## src/rtl/mbx_pkg.sv

```systemverilog
package mbx_pkg;

    localparam int MBX_DATA_W    = 8;
    localparam int MBX_NUM_BYTES = 16;

    // status bit positions
    localparam int STAT_IN_FULL  = 7;
    localparam int STAT_OUT_FULL = 6;
    localparam int STAT_HST_OWN  = 5;
    localparam int STAT_SLV_OWN  = 4;

    typedef struct packed {
        logic in_full;
        logic out_full;
        logic hst_own;
        logic slv_own;
    } mbx_flags_t;

    typedef struct packed {
        logic wr_byte;
        logic wr_first;
        logic wr_last;
        logic rd_last;
        logic wr_stat;
        logic wr_ctrl;
    } mbx_evt_t;

    typedef enum logic [1:0] {
        SEL_BYTE = 2'd0,
        SEL_STAT = 2'd1,
        SEL_CTRL = 2'd2,
        SEL_NONE = 2'd3
    } mbx_sel_e;

    function automatic logic [7:0] f_status(input mbx_flags_t f);
        logic [7:0] s;
        s = 8'h00;
        s[STAT_IN_FULL]  = f.in_full;
        s[STAT_OUT_FULL] = f.out_full;
        s[STAT_HST_OWN]  = f.hst_own;
        s[STAT_SLV_OWN]  = f.slv_own;
        return s;
    endfunction

endpackage

```

## src/rtl/mbx_port_dec.sv

```systemverilog
module mbx_port_dec
    import mbx_pkg::*;
#(
    parameter int NUM_BYTES = MBX_NUM_BYTES,
    parameter int ADDR_W    = $clog2(NUM_BYTES + 2),
    parameter bit HAS_CTRL  = 1'b1
) (
    input  logic                         wr,
    input  logic                         rd,
    input  logic [ADDR_W-1:0]            addr,
    output mbx_evt_t                     evt,
    output mbx_sel_e                     sel,
    output logic [$clog2(NUM_BYTES)-1:0] idx
);
    localparam int IDX_W = $clog2(NUM_BYTES);
    localparam int A_STAT = NUM_BYTES;
    localparam int A_CTRL = NUM_BYTES + 1;

    always_comb begin
        if (int'(addr) < NUM_BYTES)   sel = SEL_BYTE;
        else if (int'(addr) == A_STAT) sel = SEL_STAT;
        else if (HAS_CTRL && int'(addr) == A_CTRL) sel = SEL_CTRL;
        else                           sel = SEL_NONE;
    end

    assign idx = IDX_W'(addr);

    always_comb begin
        evt          = '0;
        evt.wr_byte  = wr && (sel == SEL_BYTE);
        evt.wr_first = evt.wr_byte && (int'(idx) == 0);
        evt.wr_last  = evt.wr_byte && (int'(idx) == NUM_BYTES - 1);
        evt.rd_last  = rd && (sel == SEL_BYTE) && (int'(idx) == NUM_BYTES - 1);
        evt.wr_stat  = wr && (sel == SEL_STAT);
        evt.wr_ctrl  = wr && (sel == SEL_CTRL);
    end

endmodule

```

## src/rtl/mbx_store.sv

```systemverilog
module mbx_store
    import mbx_pkg::*;
#(
    parameter int DATA_W    = MBX_DATA_W,
    parameter int NUM_BYTES = MBX_NUM_BYTES
) (
    input  logic                          clk,
    input  logic                          rst,
    input  logic                          h_we,
    input  logic [$clog2(NUM_BYTES)-1:0]  h_idx,
    input  logic [DATA_W-1:0]             h_wdata,
    input  logic                          s_we,
    input  logic [$clog2(NUM_BYTES)-1:0]  s_idx,
    input  logic [DATA_W-1:0]             s_wdata,
    output logic [NUM_BYTES*DATA_W-1:0]   mem_flat
);
    for (genvar i = 0; i < NUM_BYTES; i++) begin : g_byte
        logic [DATA_W-1:0] q;
        always_ff @(posedge clk) begin
            if (rst)
                q <= '0;
            else if (h_we && int'(h_idx) == i)
                q <= h_wdata;      // host wins a same-byte collision
            else if (s_we && int'(s_idx) == i)
                q <= s_wdata;
        end
        assign mem_flat[i*DATA_W +: DATA_W] = q;
    end

endmodule

```

## src/rtl/mbx_flag_ctl.sv

```systemverilog
module mbx_flag_ctl
    import mbx_pkg::*;
(
    input  logic       clk,
    input  logic       rst,
    input  logic       h_wr_first,
    input  logic       h_wr_last,
    input  logic       h_rd_last,
    input  logic       s_wr_first,
    input  logic       s_wr_last,
    input  logic       s_rd_last,
    input  logic       s_obf_clr,
    output mbx_flags_t flags
);
    mbx_flags_t q, n;
    logic h_claim, s_claim;

    always_comb begin
        h_claim = h_wr_first && !q.slv_own;
        s_claim = s_wr_first && !q.hst_own && !h_claim;

        n = q;
        // sets take priority over clears from the other port
        if (h_wr_last)       n.in_full = 1'b1;
        else if (s_rd_last)  n.in_full = 1'b0;

        if (s_wr_last)                    n.out_full = 1'b1;
        else if (h_rd_last || s_obf_clr)  n.out_full = 1'b0;

        if (h_claim)         n.hst_own = 1'b1;
        else if (s_rd_last)  n.hst_own = 1'b0;

        if (s_claim)         n.slv_own = 1'b1;
        else if (h_rd_last)  n.slv_own = 1'b0;
    end

    always_ff @(posedge clk) begin
        if (rst) q <= '0;
        else     q <= n;
    end

    assign flags = q;

endmodule

```

## src/rtl/mbx_mailbox.sv

```systemverilog
module mbx_mailbox
    import mbx_pkg::*;
#(
    parameter int DATA_W    = MBX_DATA_W,
    parameter int NUM_BYTES = MBX_NUM_BYTES,
    parameter int ADDR_W    = $clog2(NUM_BYTES + 2)
) (
    input  logic              clk,
    input  logic              rst,
    input  logic              hst_wr,
    input  logic              hst_rd,
    input  logic [ADDR_W-1:0] hst_addr,
    input  logic [DATA_W-1:0] hst_wdata,
    output logic [DATA_W-1:0] hst_rdata,
    input  logic              slv_wr,
    input  logic              slv_rd,
    input  logic [ADDR_W-1:0] slv_addr,
    input  logic [DATA_W-1:0] slv_wdata,
    output logic [DATA_W-1:0] slv_rdata,
    output logic              irq
);
    localparam int IDX_W = $clog2(NUM_BYTES);

    mbx_evt_t   h_evt, s_evt;
    mbx_sel_e   h_sel, s_sel;
    logic [IDX_W-1:0] h_idx, s_idx;
    logic [NUM_BYTES*DATA_W-1:0] mem_flat;
    mbx_flags_t flags;
    logic       irq_en;
    logic [7:0] stat_b;

    mbx_port_dec #(.NUM_BYTES(NUM_BYTES), .ADDR_W(ADDR_W), .HAS_CTRL(1'b0)) u_hdec (
        .wr(hst_wr), .rd(hst_rd), .addr(hst_addr),
        .evt(h_evt), .sel(h_sel), .idx(h_idx)
    );

    mbx_port_dec #(.NUM_BYTES(NUM_BYTES), .ADDR_W(ADDR_W), .HAS_CTRL(1'b1)) u_sdec (
        .wr(slv_wr), .rd(slv_rd), .addr(slv_addr),
        .evt(s_evt), .sel(s_sel), .idx(s_idx)
    );

    mbx_store #(.DATA_W(DATA_W), .NUM_BYTES(NUM_BYTES)) u_store (
        .clk(clk), .rst(rst),
        .h_we(h_evt.wr_byte), .h_idx(h_idx), .h_wdata(hst_wdata),
        .s_we(s_evt.wr_byte), .s_idx(s_idx), .s_wdata(slv_wdata),
        .mem_flat(mem_flat)
    );

    mbx_flag_ctl u_flags (
        .clk(clk), .rst(rst),
        .h_wr_first(h_evt.wr_first), .h_wr_last(h_evt.wr_last), .h_rd_last(h_evt.rd_last),
        .s_wr_first(s_evt.wr_first), .s_wr_last(s_evt.wr_last), .s_rd_last(s_evt.rd_last),
        .s_obf_clr(s_evt.wr_stat && !slv_wdata[STAT_OUT_FULL]),
        .flags(flags)
    );

    always_ff @(posedge clk) begin
        if (rst)               irq_en <= 1'b0;
        else if (s_evt.wr_ctrl) irq_en <= slv_wdata[0];
    end

    assign stat_b = f_status(flags);

    always_comb begin
        case (h_sel)
            SEL_BYTE: hst_rdata = mem_flat[int'(h_idx)*DATA_W +: DATA_W];
            SEL_STAT: hst_rdata = DATA_W'(stat_b);
            default:  hst_rdata = '0;
        endcase
    end

    always_comb begin
        case (s_sel)
            SEL_BYTE: slv_rdata = mem_flat[int'(s_idx)*DATA_W +: DATA_W];
            SEL_STAT: slv_rdata = DATA_W'(stat_b);
            SEL_CTRL: slv_rdata = DATA_W'(irq_en);
            default:  slv_rdata = '0;
        endcase
    end

    assign irq = flags.in_full && irq_en;

endmodule

```

## config.mk

```make
export PLATFORM = sky130hd
export DESIGN_NAME = mbx_mailbox
export DESIGN_NICKNAME = d
export VERILOG_FILES = /design/src/rtl/mbx_pkg.sv /design/src/rtl/mbx_port_dec.sv /design/src/rtl/mbx_store.sv /design/src/rtl/mbx_flag_ctl.sv /design/src/rtl/mbx_mailbox.sv
export SDC_FILE = /design/constraint.sdc
export NUM_CORES = 1
export LEC_CHECK = 0
export BUFFER_PORTS_ARGS = -buffer_cell sky130_fd_sc_hd__buf_2
export CELL_PAD_IN_SITES_DETAIL_PLACEMENT = 1
export CELL_PAD_IN_SITES_GLOBAL_PLACEMENT = 2
export CORE_ASPECT_RATIO = 1.5
export CORE_MARGIN = 2
export CORE_UTILIZATION = 32
export CTS_BUF_LIST = sky130_fd_sc_hd__clkbuf_4 sky130_fd_sc_hd__clkbuf_8 sky130_fd_sc_hd__clkbuf_16
export CTS_CLUSTER_SIZE = 28
export DETAILED_ROUTE_END_ITERATION = 10
export PLACE_DENSITY = 0.66
export SKIP_LAST_GASP = 1
export SLEW_MARGIN = 20
export SYNTH_ARGS = -nofsm -noshare
export SYNTH_HDL_FRONTEND = slang
export SYNTH_SLANG_ARGS = --single-unit
```

## constraint.sdc

```tcl
create_clock -name clk -period 1.57 [get_ports clk]
set_input_delay 0 -clock clk [delete_from_list [all_inputs] [get_ports clk]]
set_output_delay 0 -clock clk [all_outputs]
set_load 0.01 [all_outputs]
```

== Word-level counts from Yosys, hierarchy flattened ==
Index checks and enable logic that the tools add are counted.
W data, S select, Z words.
Operators by class
  shift operators: 2
  reductions and logical operators: 74
  muxes and demuxes: 46
  order comparisons: 2
  equality and inequality tests: 36
Operator list (number)
  $mux W8: 32
  $shiftx A128 B8 Y8: 2
  $eq A4 B4 Y1 const B: 16
  $logic_and A1 B1 Y1: 45
  $reduce_bool A2 Y1: 20
  $eq A4 B3 Y1 const B: 8
  $pmux W8 S3: 1
  $eq A4 B2 Y1 const B: 4
  $pmux W8 S2: 1
  $eq A5 B5 Y1 const B: 3
  $lt A5 B5 Y1 const B: 2
  $eq A4 B1 Y1 const B: 2
  $logic_not A4 Y1: 2
  $mux W1: 8
  $mux W2: 4
  $eq A2 B1 Y1 const B: 2
  $logic_not A1 Y1: 4
  $logic_not A2 Y1: 2
  $eq A2 B2 Y1 const B: 1
  $logic_or A1 B1 Y1: 1
Word-level totals
  register bits: 133
  output and inout bits: 17
  word-level logic and storage cells: 181

== Logic depth before layout (Yosys ltp) ==
Gate-level depths: netlist of the first run.
  word-level depth: 10
  mapped depth: 7
  mapped depth without buffers: 4

== Hierarchy ==
A second synthesis of the first run with hierarchy kept.
Second synthesis, totals
  cell total of the unflattened synthesis: 1071
  area total of the unflattened synthesis: 9043.7 um2
Modules (own cells, without submodules)
  mbx_store: instances 1, area each 6412.4 um2, cells an instance 831
  mbx_mailbox: instances 1, area each 2263.4 um2, cells an instance 193
  mbx_flag_ctl: instances 1, area each 138.9 um2, cells an instance 16
  mbx_port_dec at u_sdec: instances 1, area each 120.1 um2, cells an instance 16
  mbx_port_dec at u_hdec: instances 1, area each 108.9 um2, cells an instance 15

== Worst setup path before layout of the first run ==
Ideal clock, no wire load.
  path kind: input-to-reg
  start: input slv_addr[4]
  end: register u_store.g_byte[3].q[6]
  library setup time: 0.144 ns
  arrival time: 1.173 ns
  buffers on the path: 1
  path slack: 0.253 ns
  cell stages on the path: 5
  data required time: 1.426 ns
  cells stage by stage: buf_6 > or4b_4 > nor2_8 > mux2i_1 > a211oi_2
On the way
  cells in the longest elaborated chain, start to end: 8
  elaborated cells on any way between the ends: 10
Ends and longest elaborated chain
  start: declaration: line mbx_mailbox.sv:17  | input logic [ADDR_W-1:0] slv_addr,
  $eq A5 B5 Y1: line mbx_port_dec.sv:22  | else if (HAS_CTRL && int'(addr) == A_CTRL) sel = SEL_CTRL;
  $mux W1: line mbx_port_dec.sv:22
  $mux W2: line mbx_port_dec.sv:21  | else if (int'(addr) == A_STAT) sel = SEL_STAT;
  $mux W2 *: line mbx_port_dec.sv:20  | if (int'(addr) < NUM_BYTES) sel = SEL_BYTE;
  $logic_not A2 Y1 *: line mbx_port_dec.sv:30  | evt.wr_byte = wr && (sel == SEL_BYTE);
  $logic_and A1 B1 Y1 *: line mbx_port_dec.sv:30
  $logic_and A1 B1 Y1 *: line mbx_store.sv:24  | else if (s_we && int'(s_idx) == i)
  $reduce_bool A2 Y1 (no source line) *
  end signal: assignment: line mbx_store.sv:23  | q <= h_wdata;
  end signal: assignment: line mbx_store.sv:25  | q <= s_wdata;
  end: declaration: line mbx_store.sv:18  | logic [DATA_W-1:0] q;
Every way passes the cells marked *; elsewhere a longest branch is shown, timed or not.
A chain may end at the register's enable or synchronous reset.

== Final worst setup path of the first run ==
  start: register u_store.g_byte[13].q[5]
  end: output hst_rdata[5]
On the way
  cells in the longest elaborated chain, start to end: 2
Ends and longest elaborated chain
  start: declaration: line mbx_store.sv:18
  start signal: assignment: line mbx_store.sv:23
  start signal: assignment: line mbx_store.sv:25
  $shiftx A128 B8 Y8: line mbx_mailbox.sv:66  | SEL_BYTE: hst_rdata = mem_flat[int'(h_idx)*DATA_W +: DATA_W];
  $pmux W8 S2: line mbx_mailbox.sv:65  | case (h_sel)
  end: declaration: line mbx_mailbox.sv:14  | output logic [DATA_W-1:0] hst_rdata,
No other way between the ends.

==> results.cfg, run 1 <==
[setup_path]
rrSetupSlack_ns = 0.61
crit_path_start_kind = flop
rr_worst_depth = 3
regToRegStartpoint = u_store.g_byte[13].q[7]
worstReg2RegEnd = u_store.g_byte[13].q[7]
critical-path-top-delay-family = multiplexers
worst_ep_required_time_ns = 1.57
path_max_fanout = 2
arrival_ns = 1.98
critPathSlowestCell = mux4_2
critPathKind = reg2out
path_cells = mux4_2 > mux2i_1 > buf_4 > nor2_1 > a221o_1 > buf_2
cp-end-kind = output pin
cpPeakStageDelay_ns = 0.46
cp_num_buf_inv = 2

[logic_synthesis]
synth_compound_area_frac = 0.1769
synth_seq_cells = 133
yosys.area.top_type_share = 0.3150
yosysUniqueCellTypes = 50
synthSimpleGateAreaFrac = 0.2111
seq_area_frac_synth = 0.3150
yosysMostFrequentCell = nor2_1
synth_cells = 960
synth_fa_ha_area_frac = 0
synth_area_leaders = dfxtp_1 31%, mux4_2 12%, mux2i_1 11%
ys_warn_count = 0
synthMuxAreaShare = 0.2382
synthArstFlopShare = 0
synth_edf_count = 0
synth_largest_area_cell = dfxtp_1
ys.flop_type = dfxtp_1
syn-num-nets = 992
synth_top_family_by_area = multiplexers
synth_top_cells_by_count = 138 x nor2_1, 133 x dfxtp_1, 116 x nand2_1
synth_area_um2 = 8453
synth-xor-area-share = 0
avgSynthCellArea_um2 = 8.805

[layout]
area_delta_synth_final_pct = 27.84
instances_no_fill = 1412
drive_gt1_frac = 0.3281
fillCellCount = 2969
finalNetCount = 1099
antenna_cells = 0

[floorplanning]
dieWidth_um = 136.7
core_area_um2 = 25850
ios = 49
num_rows = 72
start_util = 0.3269
dieHeight_um = 203.1
dieArea_um2 = 27760

[grt]
grt_pass1_wl_um = 55040
track_usage = 0.2683
grt_overflow_total = 0
grt_max_degree = 59
antenna_found_initial = 0
grt_pass1_vias = 8766

[route]
ant_nets = 0
num_vias = 8370
drt_iter0_markers = 444
viasPerCell = 5.928
drc = 0
wl_per_cell_um = 25.56
dr.pass1.iters = 5
wl_um = 36090

[sta]
whs_ns = 0.02277
max_freq_mhz = 505.4
finalWorstSetupSlack_ns = -0.4086
slew_viol_final = 0
relSlewSlack = 0.6248
tightest_slew_ns = 0.5627
period_needed_ns = 1.979
period_share = 1.260
final-setup-viol-count = 14
rsz0062_at_grt = true
hold_viol = 0
fin_setup_tns_ns = -3.395
fin_worst_skew_ns = 0.0002170

[placement]
post-place-ws_ns = -0.1617
place.port_buffers = 48
dp_hpwl_um = 26500
finalWeightedCongestion = 0.8525
dpl.cell_count = 1376

[clocking]
cts_tree = done
clockRootBuffer = clkbuf_16
cts_made_buffers = 17
cts.sinks = 133
h-tree-depth = 4
clk_latency_ns = 0.44
cts.path.max_buffers = 2
clk_pin_slew_worst_paths_ns = 0.06

[pwr]
pwr-share-comb = 0.138
p_leak_uw = 0.003933
powerDensity_nw_per_um2 = 821.3
clkPwrFrac = 0.467
swShare = 0.2672
p_sw_uw = 2371
seqPwrFrac = 0.395
internal_power_uw = 6504
ir_drop_mv = 0.7408

[status]
outcome = finished with violations
failed_checks = setup timing

[hold_path]
min_from = slv_wdata[6]
min_path_type = in2reg
holdPathStages = 4
min_to = u_flags.flags[2]

[run]
drv_cap = 0
## per-stage QoR
step,instance area (µm²),total power [µW],utilization
final,10810,8876,0.4180
after global routing,10810,9151,0.4180
after CTS,10740,8912,0.4155
after detailed placement,9955,4741,0.3850
after global placement,9955,4733,0.3850
after floorplan,8453,4199,-
## flip-flops by register name (all words and copies together), names as in the netlist
register and flops:
u_store.g_byte.q 128, u_flags.flags 4, irq_en 1
## layout by cell type, fill, tap and decap left out, types with 4 or more instances in the layout
| cell | netlist | final |
|---|---|---|
| nor2_1 | 138 | 138 |
| buf_4 | 9 | 121 |
| o22ai_1 | 12 | 10 |
| nand2b_1 | 6 | 5 |
| a21oi_1 | 4 | 4 |
| nor3_1 | 8 | 7 |
| a311oi_1 | 79 | 79 |
| a211oi_1 | 45 | 45 |
| buf_2 | 26 | 47 |
| mux4_2 | 44 | 44 |
| dfxtp_1 | 133 | 91 |
| nor2b_1 | 15 | 12 |
| mux2i_1 | 92 | 84 |
| a22oi_1 | 7 | 7 |
| buf_12 | 0 | 21 |
| a211oi_2 | 8 | 8 |
| clkbuf_4 | 0 | 7 |
| dfxtp_2 | 0 | 42 |
| o21ai_0 | 9 | 9 |
| nand2_1 | 116 | 116 |
| mux2i_2 | 0 | 6 |
| a221o_1 | 4 | 4 |
| clkbuf_16 | 0 | 17 |
| nand3_1 | 76 | 76 |
| buf_6 | 4 | 4 |
| nand4_1 | 4 | 4 |
| mux2_1 | 8 | 8 |
## layer usage
metal | up-vias | track usage | wire (µm)
li1 | 3820 | - | -
met1 | 4301 | 0.3205 | 14900
met2 | 192 | 0.4730 | 18900
met3 | 57 | 0.04320 | 1189
met4 | 0 | 0.1064 | 1101
met5 | - | 0 | 0
## timing repair
item	in CTS	in global routing
hold buffers	1	0
setup endpoints to repair	16	16
hold endpoints to repair	2	0
resized for setup	61	19
buffers inserted	4	1
pin swaps	17	9
## worst min-delay path: stages
cell and delay (ns):
buf_2 0.09, inv_1 0.07, a31oi_1 0.14, o21ba_1 0.12
## power groups by stage
stage / logic (µW) / clock network (µW) / registers (µW)
global placement: 1160 / 0 / 3570
floorplan: 653 / 0 / 3550
finish: 1230 / 4140 / 3500
detailed placement: 1170 / 0 / 3570
global route: 1300 / 4340 / 3510
CTS: 1210 / 4200 / 3500
## area by class of cell
type                       count  area, µm²  share of cell area
timing repair buffer         194       1619              0.1498
sequential                   133       2715              0.2512
clock inverter                 4      70.07            0.006484
inverter                       1      3.754           0.0003473
tap                          333      416.7             0.03856
clock buffer                  27      519.2             0.04805
multi-input combinational    720       5463              0.5055
## worst max-delay path by stage
stage / startpoint / end / depth (start not counted)
after floorplan: slv_addr[4] / u_store.g_byte[3].q[6] / 5
after global placement: hst_addr[0] / hst_rdata[7] / 8
after detailed placement: hst_addr[0] / hst_rdata[7] / 8
after CTS: u_store.g_byte[0].q[5] / hst_rdata[5] / 6
after global routing: u_store.g_byte[15].q[5] / hst_rdata[5] / 6
final: u_store.g_byte[13].q[5] / hst_rdata[5] / 6
## logic make-up (layout without fill, tap and decap cells)
family,count (synthesis),count (layout)
simple gates,390,390
buf+inv,107,226
flops,133,133
mux,145,145
compound gates,185,185
Note: power is estimated with default switching activity, not from simulation.
==> inputs of run 2 (changes only) <==
--- a/config.mk
+++ b/config.mk
@@ -10,11 +10,11 @@
 export CELL_PAD_IN_SITES_GLOBAL_PLACEMENT = 2
 export CORE_ASPECT_RATIO = 1.5
 export CORE_MARGIN = 2
-export CORE_UTILIZATION = 32
+export CORE_UTILIZATION = 39
 export CTS_BUF_LIST = sky130_fd_sc_hd__clkbuf_4 sky130_fd_sc_hd__clkbuf_8 sky130_fd_sc_hd__clkbuf_16
 export CTS_CLUSTER_SIZE = 28
 export DETAILED_ROUTE_END_ITERATION = 10
-export PLACE_DENSITY = 0.66
+export PLACE_DENSITY = 0.78
 export SKIP_LAST_GASP = 1
 export SLEW_MARGIN = 20
 export SYNTH_ARGS = -nofsm -noshare
==> results.cfg, run 2 (synthesis gave the netlist of run 1 again) <==
[pwr]
powerDensity_nw_per_um2 = 846.5
seqPwrFrac = 0.388
p_leak_uw = 0.003857
ir_drop_mv = 0.7660
total_power_uw = 9021
internal_power_uw = 6533
clkPwrFrac = 0.480
swShare = 0.2758
pwr-share-comb = 0.131
p_sw_uw = 2488

[route]
wl_per_cell_um = 26.20
ant_nets = 0
drt_iter0_markers = 624
wl_um = 35190
drc = 0
viasPerCell = 6.376
num_vias = 8563
dr.pass1.iters = 7

[status]
outcome = finished with violations
failed_checks = setup timing

[grt]
use_met2 = 0.5554
use_met1 = 0.3641
grt_pass1_vias = 9019
track_usage = 0.3115
grt.busiest_layer = met2
grt_max_degree = 34
grt_overflow_total = 0
grt_pass1_wl_um = 54610
antenna_found_initial = 0
grt_util_met3 = 0.04296

[clocking]
h-tree-depth = 4
cts.sinks = 133
cts.path.max_buffers = 2
cts_tree = done
clk_latency_ns = 0.44
clk_pin_slew_worst_paths_ns = 0.06
cts_made_buffers = 17
clockRootBuffer = clkbuf_16
cts_hold_buf = 0

[placement]
place.port_buffers = 48
dpl.cell_count = 1303
dp_hpwl_um = 25250
finalWeightedCongestion = 0.9300

[layout]
largest_register_ffs = 128
top_register = u_store.g_byte.q
drive_gt1_frac = 0.3305
final_common_cell = nor2_1
finalNetCount = 1090
area_delta_synth_final_pct = 26.07
final_cell_mix = 138 x nor2_1, 116 x nand2_1, 115 x buf_4
antenna_cells = 0
post-route-util = 0.4963
instances_no_fill = 1343

[hold_path]
min_from = slv_wdata[6]
min_path_type = in2reg

[sta]
tightest_slew_ns = 0.6061
period_share = 1.279
fin_worst_skew_ns = 0.0001208
whs_ns = 0.01118
max_freq_mhz = 497.9
finalWorstSetupSlack_ns = -0.4383
rsz0062_at_grt = true
hold_viol = 0
relSlewSlack = 0.5928
final-setup-viol-count = 16
period_needed_ns = 2.008
slew_viol_final = 0

[floorplanning]
dieHeight_um = 184.3
start_util = 0.3937
ios = 49
dieWidth_um = 124.2
core_area_um2 = 21470
dieArea_um2 = 22890
num_rows = 66

[setup_path]
regToRegStartpoint = u_store.g_byte[0].q[2]
path_cells = mux4_2 > mux2i_1 > nor2_1 > a221o_1 > buf_2
critPathKind = reg2out
crit_path_start_kind = flop
cp-end-kind = output pin
path_max_fanout = 2
arrival_ns = 2.01
cpPeakStageDelay_ns = 0.46
critPathLaunch = u_store.g_byte[14].q[5]
worst_ep_required_time_ns = 1.57
critPathSlowestCell = mux4_2

[run]
drv_cap = 0
[run 2: cell types whose count changed in the layout (fill, tap and decap cells not counted), moves of 3 or more]
cell | before | now
mux2i_1 | 84 | 81
buf_4 | 121 | 115
clkbuf_4 | 7 | 2
clkinv_4 | 0 | 3
mux2i_2 | 6 | 9
dfxtp_2 | 42 | 48
buf_12 | 21 | 18
dfxtp_1 | 91 | 84
[run 2: what timing repair did]
item	in CTS	in global routing
pin swaps	12	7
gates resized for setup	58	29
setup endpoints to repair	16	16
buffers inserted	7	2
[run 2: metal layers]
layer	vias to the layer above	wire length, µm
met5	-	0
met4	0	1748
met3	99	1498
met2	280	18020
met1	4379	13920
li1	3805	-
[run 2: path summary, 6_finish.rpt]
check                                          endpoint  cells after the start  slack, ns
worst min register to register   u_store.g_byte[6].q[0]                      2       0.50
worst min-delay path            u_store.g_byte[15].q[6]                      3       0.01
worst max register to register   u_store.g_byte[0].q[2]                      2       0.58
worst max-delay path                       hst_rdata[5]                      5      -0.44
[run 2: final cells by class]
| type | count | area, µm² |
|---|---|---|
| Clock buffer | 21 | 467.9 |
| Clock inverter | 11 | 150.1 |
| Fill cell | 2472 | 10810 |
| Inverter | 1 | 3.754 |
| Multi-Input combinational cell | 720 | 5446 |
| Sequential cell | 133 | 2726 |
| Tap cell | 272 | 340.3 |
| Timing Repair Buffer | 185 | 1521 |
[run 2: power by group through the flow]
stage	combinational, µW	sequential [µW]	clock [µW]
floorplan	653	3550	0
global placement	1110	3570	0
detailed placement	1120	3570	0
CTS	1150	3500	4360
global route	1250	3510	4470
finish	1180	3500	4330
[run 2: critical path, delay by kind of cell, from the launching register on]
kind | cells | cell delay, ns
muxes | 2 | 0.66
DFF | 1 | 0.33
AOI/OAI and AO/OA | 1 | 0.33
buffers and inverters | 1 | 0.16
and+or+nand+nor | 1 | 0.10
[run 2: per-stage QoR]
step           TNS [ns]  setup slack (ns)  area [µm²]
2_1_floorplan         0            0.2527        8453
3_3_place_gp     -5.866           -0.1653        9751
3_5_place_dp     -12.58           -0.2064        9751
4_1_cts          -3.651           -0.4247       10560
5_1_grt          -4.356           -0.4752       10660
6_report         -3.650           -0.4383       10660
==> inputs of run 3 (changes only) <==
--- a/config.mk
+++ b/config.mk
@@ -10,13 +10,14 @@
 export CELL_PAD_IN_SITES_GLOBAL_PLACEMENT = 2
 export CORE_ASPECT_RATIO = 1.5
 export CORE_MARGIN = 2
-export CORE_UTILIZATION = 39
+export CORE_UTILIZATION = 38
 export CTS_BUF_LIST = sky130_fd_sc_hd__clkbuf_4 sky130_fd_sc_hd__clkbuf_8 sky130_fd_sc_hd__clkbuf_16
 export CTS_CLUSTER_SIZE = 28
 export DETAILED_ROUTE_END_ITERATION = 10
-export PLACE_DENSITY = 0.78
+export PLACE_DENSITY = 0.77
 export SKIP_LAST_GASP = 1
 export SLEW_MARGIN = 20
 export SYNTH_ARGS = -nofsm -noshare
 export SYNTH_HDL_FRONTEND = slang
+export SYNTH_HIERARCHICAL = 1
 export SYNTH_SLANG_ARGS = --single-unit
==> results.cfg, run 3 <==
[floorplanning]
dieHeight_um = 192.8
dieWidth_um = 129.8
start_util = 0.3844
core_area_um2 = 23480
dieArea_um2 = 25030
ios = 49
num_rows = 69

[grt]
antenna_found_initial = 0
grt_overflow_total = 0
grt_pass1_vias = 10179
grt_pass1_wl_um = 64470
grt_max_degree = 70
track_usage = 0.3518

[sta]
max_freq_mhz = 473.1
tightest_slew_ns = 0.6714
finalWorstSetupSlack_ns = -0.5438
whs_ns = 0.02784
relSlewSlack = 0.5515
hold_viol = 0
period_needed_ns = 2.114
period_share = 1.346
fin_worst_skew_ns = 0.0002222
slew_viol_final = 0
rsz0062_at_grt = true
final-setup-viol-count = 16

[setup_path]
crit_path_start_kind = flop
arrival_ns = 2.11
rr_worst_depth = 3
cp-end-kind = output pin
worst_ep_required_time_ns = 1.57
critPathKind = reg2out
path_max_fanout = 2

[placement]
dp_hpwl_um = 29860
place.port_buffers = 48
post-place-ws_ns = -0.2971
dpl.cell_count = 1445
finalWeightedCongestion = 0.9519

[layout]
drive_gt1_frac = 0.3311
fillCellCount = 2722
antenna_cells = 0
instances_no_fill = 1488
largest_register_ffs = 128
area_delta_synth_final_pct = 26.34
top_register = u_store/g_byte.q
final_common_cell = buf_4
finalNetCount = 1188
final_cell_mix = 148 x buf_4, 141 x nand2_1, 131 x nor3_1

[status]
failed_checks = setup timing
outcome = finished with violations

[pwr]
p_leak_uw = 0.003799
powerDensity_nw_per_um2 = 811.9
total_power_uw = 9258
ir_drop_mv = 0.7712

[clocking]
cts.path.max_buffers = 2
clk_latency_ns = 0.44
clk_pin_slew_worst_paths_ns = 0.06
cts.sinks = 133
cts_tree = done
clockRootBuffer = clkbuf_16
cts_made_buffers = 17
h-tree-depth = 4

[route]
ant_nets = 0
dr.pass1.iters = 5
drc = 0
num_vias = 9991
wl_per_cell_um = 29.10
wl_um = 43310
viasPerCell = 6.714
drt_iter0_markers = 939

[logic_synthesis]
ys_warn_count = 6
syn-num-nets = 1100
avgSynthCellArea_um2 = 8.451
synth_area_um2 = 9026
synth_cells = 1068

[run]
drv_cap = 0

[hold_path]
holdPathStages = 3
min_path_type = in2reg
run 3: final timing paths:
check | startpoint | to | slack (ns)
hold reg to reg | u_store/g_byte[7].q[3] | u_store/g_byte[7].q[3] | 0.52
hold / removal | rst | u_flags/flags[2] | 0.03
setup / recovery | u_store/g_byte[13].q[6] | slv_rdata[6] | -0.54
setup reg to reg | u_store/g_byte[9].q[5] | u_store/g_byte[9].q[5] | 0.54
run 3: routing by layer:
layer,part of all wire,track usage
met4,0.072,0.2349
met1,0.38,0.4232
met2,0.48,0.5737
met3,0.067,0.05683
met5,0,0
run 3: what timing repair did:
| action | CTS | global route |
|---|---|---|
| cloned | 0 | 0 |
| endpoints found under the setup margin | 16 | 16 |
| setup buffers | 7 | 2 |
| hold endpoints to repair | 2 | 0 |
| gates resized for setup | 52 | 18 |
| pin swaps | 5 | 5 |
| hold buffers | 2 | 0 |
run 3: per-stage QoR:
step / utilization / cell area (µm²) / TNS, ns
5_1_grt: 0.4856 / 11400 / -5.713
4_1_cts: 0.4830 / 11340 / -5.041
6_report: 0.4856 / 11400 / -4.975
2_1_floorplan: - / 9026 / 0
3_5_place_dp: 0.4493 / 10550 / -22.69
3_3_place_gp: 0.4493 / 10550 / -21.88
run 3: layout make-up:
type | instances | area, µm² | share of cell area
Tap cell | 319 | 399.1 | 0.03500
Inverter | 1 | 3.754 | 0.0003292
Clock inverter | 12 | 153.9 | 0.01350
Multi-Input combinational cell | 776 | 5749 | 0.5042
Clock buffer | 20 | 460.4 | 0.04038
Timing Repair Buffer | 227 | 1923 | 0.1686
Sequential cell | 133 | 2714 | 0.2380
run 3: report_power, final:
part	leakage, µW	internal, µW	switching (µW)
Sequential	0.00110	3440	54.2
Clock	0.000295	2600	1700
Combinational	0.00241	554	910
Total	0.00380	6590	2660
run 3: worst max-delay path, cell delays in order, from the launching register on:
cell and delay, ns:
dfxtp_2 0.33, mux4_2 0.48, mux2i_2 0.24, buf_4 0.17
nor2_2 0.04, a221o_1 0.27, buf_2 0.14
